==> src/rtl/rp_pkg.sv <==
package rp_pkg;
  localparam int CAUSE_W = 4;
  localparam int C_POR   = 0;
  localparam int C_LVD   = 1;
  localparam int C_PIN   = 2;
  localparam int C_INT   = 3;
  localparam int CFG_W   = 3;

  typedef struct packed {
    logic pu;     // bit2: pull-up in GPIO mode
    logic level;  // bit1: GPIO output level (0 pulls low)
    logic gpio;   // bit0: 1 = open-drain output role
  } cfg_t;

  localparam cfg_t CFG_DEFAULT = '{pu: 1'b1, level: 1'b1, gpio: 1'b0};
endpackage

==> src/rtl/rp_rst_sync.sv <==
module rp_rst_sync #(
  parameter int STAGES = 2
) (
  input  logic clk,
  input  logic arst_n,
  output logic rst_n_o
);
  logic [STAGES-1:0] sync_q;
  logic [STAGES-1:0] sync_d;

  always_comb begin
    sync_d = {sync_q[STAGES-2:0], 1'b1};
  end

  always_ff @(posedge clk or negedge arst_n) begin
    if (!arst_n) sync_q <= '0;
    else         sync_q <= sync_d;
  end

  assign rst_n_o = sync_q[STAGES-1];
endmodule

==> src/rtl/rp_pin_filter.sv <==
module rp_pin_filter #(
  parameter int SYNC_STAGES = 2,
  parameter int FILT_LEN    = 2
) (
  input  logic clk,
  input  logic rst_n,
  input  logic pad_in,
  input  logic blank,
  output logic pin_req
);
  localparam int HIST_W = FILT_LEN - 1;

  logic [SYNC_STAGES-1:0] sync_q, sync_d;
  logic [HIST_W-1:0]      hist_q, hist_d;
  logic                   sync_lo;

  assign sync_lo = ~sync_q[SYNC_STAGES-1];

  // Synchronizer forced high while blanked so self-drive never lingers.
  always_comb begin
    if (blank) sync_d = '1;
    else       sync_d = {sync_q[SYNC_STAGES-2:0], pad_in};
  end

  generate
    if (HIST_W == 1) begin : g_hist1
      always_comb hist_d = blank ? 1'b0 : sync_lo;
    end else begin : g_histn
      always_comb hist_d = blank ? '0 : {hist_q[HIST_W-2:0], sync_lo};
    end
  endgenerate

  always_ff @(posedge clk or negedge rst_n) begin
    if (!rst_n) begin
      sync_q <= '1;
      hist_q <= '0;
    end else begin
      sync_q <= sync_d;
      hist_q <= hist_d;
    end
  end

  assign pin_req = ~blank & sync_lo & (&hist_q);
endmodule

==> src/rtl/rp_stretch.sv <==
module rp_stretch #(
  parameter int STRETCH_CYC = 66
) (
  input  logic clk,
  input  logic rst_n,
  input  logic load,
  output logic active
);
  localparam int CW = $clog2(STRETCH_CYC + 1);
  localparam logic [CW-1:0] CNT_INIT = CW'(STRETCH_CYC);

  logic [CW-1:0] cnt_q, cnt_d;
  logic          cnt_en;

  assign active = (cnt_q != '0);
  assign cnt_en = load | active;

  always_comb begin
    if (load) cnt_d = CNT_INIT;
    else      cnt_d = cnt_q - 1'b1;
  end

  always_ff @(posedge clk or negedge rst_n) begin
    if (!rst_n)      cnt_q <= CNT_INIT;
    else if (cnt_en) cnt_q <= cnt_d;
  end
endmodule

==> src/rtl/rp_cause.sv <==
module rp_cause
  import rp_pkg::*;
(
  input  logic               clk,
  input  logic               rst_n,
  input  logic               busy,
  input  logic               lvd_req,
  input  logic               pin_req,
  input  logic               int_req,
  output logic               fire,
  output logic [CAUSE_W-1:0] status
);
  logic [CAUSE_W-1:0] stat_q, stat_d;

  assign fire = ~busy & (lvd_req | pin_req | int_req);

  always_comb begin
    stat_d = '0;
    if (lvd_req)      stat_d[C_LVD] = 1'b1;
    else if (pin_req) stat_d[C_PIN] = 1'b1;
    else              stat_d[C_INT] = 1'b1;
  end

  always_ff @(posedge clk or negedge rst_n) begin
    if (!rst_n)    stat_q <= CAUSE_W'(1) << C_POR;
    else if (fire) stat_q <= stat_d;
  end

  assign status = stat_q;
endmodule

==> src/rtl/rstpad_ctrl.sv <==
module rstpad_ctrl
  import rp_pkg::*;
#(
  parameter int STRETCH_CYC     = 66,
  parameter int SYNC_STAGES     = 2,
  parameter int FILT_LEN        = 2,
  parameter int RST_SYNC_STAGES = 2,
  parameter int DW              = 8
) (
  input  logic          clk,
  input  logic          por_n,
  input  logic          lvd_req,
  input  logic          int_req,
  input  logic          pad_in,
  output logic          pad_oe,
  output logic          pad_pu_en,
  input  logic          cfg_we,
  input  logic [2:0]    cfg_wdata,
  input  logic          stop_req,
  output logic          stop_grant,
  input  logic          rd_sel,
  output logic [DW-1:0] rd_data,
  output logic          sys_rst_n
);
  logic               rst_sync_n;
  logic               active;
  logic               fire;
  logic               pin_req;
  logic               blank;
  logic [CAUSE_W-1:0] status;
  cfg_t               cfg_q, cfg_d;
  logic               cfg_en;
  logic               cfg_gpio;
  logic               stop_q, stop_d;

  rp_rst_sync #(.STAGES(RST_SYNC_STAGES)) u_rsync (
    .clk(clk), .arst_n(por_n), .rst_n_o(rst_sync_n)
  );

  assign cfg_gpio = cfg_q.gpio;
  assign blank    = active | cfg_gpio;

  rp_pin_filter #(.SYNC_STAGES(SYNC_STAGES), .FILT_LEN(FILT_LEN)) u_filt (
    .clk(clk), .rst_n(rst_sync_n), .pad_in(pad_in), .blank(blank), .pin_req(pin_req)
  );

  rp_cause u_cause (
    .clk(clk), .rst_n(rst_sync_n), .busy(active), .lvd_req(lvd_req),
    .pin_req(pin_req), .int_req(int_req), .fire(fire), .status(status)
  );

  rp_stretch #(.STRETCH_CYC(STRETCH_CYC)) u_str (
    .clk(clk), .rst_n(rst_sync_n), .load(fire), .active(active)
  );

  // Config register: reset role restored by every reset, frozen in stretch.
  assign cfg_en = fire | (cfg_we & ~active);

  always_comb begin
    if (fire) cfg_d = CFG_DEFAULT;
    else      cfg_d = cfg_t'(cfg_wdata);
  end

  always_ff @(posedge clk or negedge rst_sync_n) begin
    if (!rst_sync_n)  cfg_q <= CFG_DEFAULT;
    else if (cfg_en)  cfg_q <= cfg_d;
  end

  // Stop entry only in reset role and outside a stretch.
  always_comb begin
    stop_d = stop_req & ~cfg_q.gpio & ~active;
  end

  always_ff @(posedge clk or negedge rst_sync_n) begin
    if (!rst_sync_n) stop_q <= 1'b0;
    else             stop_q <= stop_d;
  end

  assign stop_grant = stop_q;
  assign sys_rst_n  = ~active;
  assign pad_oe     = active | (cfg_q.gpio & ~cfg_q.level);
  assign pad_pu_en  = active | ~cfg_q.gpio | cfg_q.pu;

  always_comb begin
    rd_data = '0;
    if (rd_sel) rd_data[CFG_W-1:0]   = cfg_q;
    else        rd_data[CAUSE_W-1:0] = status;
  end
endmodule

==> config.mk <==
export PLATFORM = sky130hd
export DESIGN_NAME = rstpad_ctrl
export DESIGN_NICKNAME = d
export VERILOG_FILES = /design/src/rtl/rp_pkg.sv /design/src/rtl/rp_rst_sync.sv /design/src/rtl/rp_pin_filter.sv /design/src/rtl/rp_stretch.sv /design/src/rtl/rp_cause.sv /design/src/rtl/rstpad_ctrl.sv
export SDC_FILE = /design/constraint.sdc
export NUM_CORES = 1
export LEC_CHECK = 0
export CORE_MARGIN = 5
export CORE_UTILIZATION = 43
export CTS_CLUSTER_DIAMETER = 60
export DETAILED_ROUTE_END_ITERATION = 10
export PLACE_DENSITY = 0.73
export SYNTH_ARGS = -nofsm -noshare
export SYNTH_HDL_FRONTEND = slang
export SYNTH_SLANG_ARGS = --single-unit
==> constraint.sdc <==
create_clock -name clk -period 1.5 [get_ports clk]
set_input_delay 0.15 -clock clk [delete_from_list [all_inputs] [get_ports clk]]
set_output_delay 0.15 -clock clk [all_outputs]
set_load 0.02 [all_outputs]
==> reports/metrics.cfg <==
[status]
status = finished, violations left
violations = setup timing

[floorplanning]
die-area_mm2 = 0.00333
die_y_um = 57.7
start_util_pct = 44.6
io_pins = 23
fp.dieW_um = 57.7
core_area_mm2 = 0.00219
rows = 17

[logic_synthesis]
synth_warnings = 0
yosysUniqueCellTypes = 40
avgSynthCellArea_um2 = 11.1
synth_ff_type = dfrtp_1
netlist_area_um2 = 977
synthTopCellsByArea = dfrtp_1 33%, dfstp_2 19%, mux2_2 3.5%
ys_top_cells_by_count = 13 x dfrtp_1, 7 x dfstp_2, 5 x inv_1, 5 x o21ai_0
syn_inst = 88
synth_edf_count = 0
ys_async_sr_fraction_pct = 100
synth_most_common_cell = dfrtp_1
synth_top_area_share_pct = 33.3
synth_top_area_cell = dfrtp_1
synth-seq-cells = 20
ys_seq_area_share_pct = 52.1

[timing]
finalCriticalPeriod_ns = 1.84
fmax_mhz = 543
period_share_pct = 123
timing.final.ws_setup_ns = -0.340
slew_viol_final = 0
clock_skew_ns = 0.00165
rsz0062_at_grt = true
finalSetupViolCount = 18
hold_viol = 0
fin_setup_tns_ns = -3.16

[setup_path]
crit_family = simple AND/OR/NAND/NOR gates
crit_buf_inv = 2
crit_path_start_kind = flip-flop
path_cells = inv_1, ha_4, nor2b_4, nand2_2, or3_1, buf_2
critical_path_required_ns = 1.35
cpPeakStageDelay_ns = 0.39
reg2reg_from = u_str.cnt_q[5]$_DFFE_PN0P_
crit_path_end_kind = output pin
r2r_slack_ns = -0.27
r2r-end = u_cause.status[1]$_DFFE_PN0P_
path_max_fanout = 2
critical_path_class = reg2out
reg2reg_depth = 4
worstPathArrival_ns = 1.69
cp_slowest_cell = dfrtp_1

[global_route]
grt_usage_pct = 18.1
first_global_vias = 960
antenna_found_initial = 0
grt_remaining_overflow = 0
grt_pass1_wl_mm = 4.55
grt_max_degree = 19

[power_and_ir_drop]
cellLeakagePower_nw = 0.713
ir_drop_uv = 1130
fin_total_pwr_mw = 2.60
p_per_area_mw_per_mm2 = 1560

[layout]
area_growth_pct = 70.6
final_cell_area_mm2 = 0.00167
diodes = 0
final_util_pct = 76.1
fill_cells = 150
drive_above_1_share_pct = 55.5
layout.cells.non_filler = 174
nNetsFinal = 160

[placed_design]
dpl_cell_area_mm2 = 0.00136
port_buffers = 18
gp_congestion = 0.833
dp_hpwl_mm = 1.91
dp.cells = 155

[clocking]
cts_buffers = 3
clk_pin_slew_ns = 0.11
clockRootBuffer = clkbuf_4
cts.path.max_buffers = 2
htree_levels = 1
clk-insertion-delay-late_ns = 0.31
cts_tree = done
clkSinkCount = 20

[route]
drc = 0
wl_mm = 2.90
drt-vias-per-instance = 5.17
routedWlPerCell_um = 16.7
vias = 900
detail-route-antenna-nets = 0
first_pass_iters = 4
drt_iter0_drc = 25

[flow_run]
max_cap_violations = 0

[worst_hold_path]
hp-class = reg2async

==> report_power, final <==
| part | internal, mW | total (mW) | leakage (nW) | switching, mW |
|---|---|---|---|---|
| logic | 0.712 | 1.31 | 0.456 | 0.598 |
| registers | 0.722 | 0.854 | 0.229 | 0.132 |
| clock network | 0.271 | 0.440 | 0.0279 | 0.169 |
==> flip-flops by register name (all words and copies together), names as in the netlist <==
| signal | cells |
|---|---|
| cfg_gpio | 1 |
| cfg_q | 2 |
| stop_grant | 1 |
| u_cause.status | 4 |
| u_filt.hist_q | 1 |
| u_filt.sync_q | 2 |
| u_rsync.sync_q | 2 |
| u_str.cnt_q | 7 |
==> metrics by stage <==
step,setup slack (ns),hold slack (ns)
after CTS,-0.305,0.214
after detailed placement,-0.416,0.203
after global placement,-0.359,0.189
after floorplan,-0.186,-0.146
after global routing,-0.435,0.244
final,-0.340,0.206
==> what timing repair did <==
item                       in CTS  in global routing
hold endpoints to repair        2                  0
pin swaps                       7                  6
setup endpoints to repair      20                 22
resized for setup              42                 26
setup buffers                   5                 10
hold buffers                    1                  0
==> cell families after synthesis <==
logic type / after synthesis / synth area share [%]
XOR/XNOR: 2 / 1.79
multiplexers: 5 / 5.63
other: 2 / 0.769
AO/OA/AOI/OAI: 19 / 14.9
flip-flops: 20 / 52.1
adder cells (fa/ha/maj): 2 / 2.56
AND/OR/NAND/NOR: 27 / 16.4
buffers and inverters: 11 / 5.89
==> worst reg2reg max path: cells and delay by family, from the launching register on <==
family	cells	cell delay [ns]
AND/OR/NAND/NOR	1	0.55
flip-flops	1	0.43
multiplexers	1	0.32
AO/OA/AOI/OAI	1	0.22
buffers and inverters	1	0.15
==> worst max path at each step <==
stage	endpoint	from	cells past startpoint	slack, ns
6_report	pad_pu_en	u_str.cnt_q[0]$_DFFE_PN0P_	6	-0.34
5_1_grt	pad_pu_en	u_str.cnt_q[0]$_DFFE_PN0P_	6	-0.44
4_1_cts	u_cause.status[1]$_DFFE_PN0P_	u_str.cnt_q[5]$_DFFE_PN0P_	4	-0.30
3_5_place_dp	pad_pu_en	u_str.cnt_q[4]$_DFFE_PN0P_	4	-0.42
3_3_place_gp	pad_pu_en	u_str.cnt_q[4]$_DFFE_PN0P_	4	-0.36
2_1_floorplan	u_cause.status[1]$_DFFE_PN0P_	u_str.cnt_q[4]$_DFFE_PN0P_	4	-0.19
==> cell type report <==
cell class / count / area (um^2) / share of cell area, %
repair buffers: 57 / 499 / 30.0
clock buffers: 3 / 22.5 / 1.35
inverters: 5 / 21.3 / 1.28
well taps: 28 / 35.0 / 2.10
clock inverters: 1 / 30.0 / 1.80
flip-flops and latches: 20 / 510 / 30.6
multi-input cells: 60 / 548 / 32.9
==> metal layers <==
metal  share of wire (%)  vias up  routed length, um  track usage (%)
li1                    -      422                  -                -
met1                  39      441               1120             21.7
met2                  55       28               1580             31.5
met3                 4.3        9                126             5.35
met4                 2.5        0                 72             5.30
met5                   0        -                  0                0
==> layout by cell type (no fill, tap or decap), drive strengths merged, types with 2 or more instances in the layout <==
cell	netlist	routed
buf	5	42
dfrtp	13	13
clkdlybuf4s50	0	10
dfstp	7	7
conb	2	5
inv	5	5
o21ai	5	5
clkbuf	1	5
nor2	4	4
mux2	4	4
or3	3	3
nor3	3	3
nor2b	3	3
nand2	3	3
a211oi	2	2
nand4	2	2
o22a	2	2
dlygate4sd2	0	2
nand2b	2	2
ha	2	2
No activity file was read; power rests on OpenSTA's default activity.
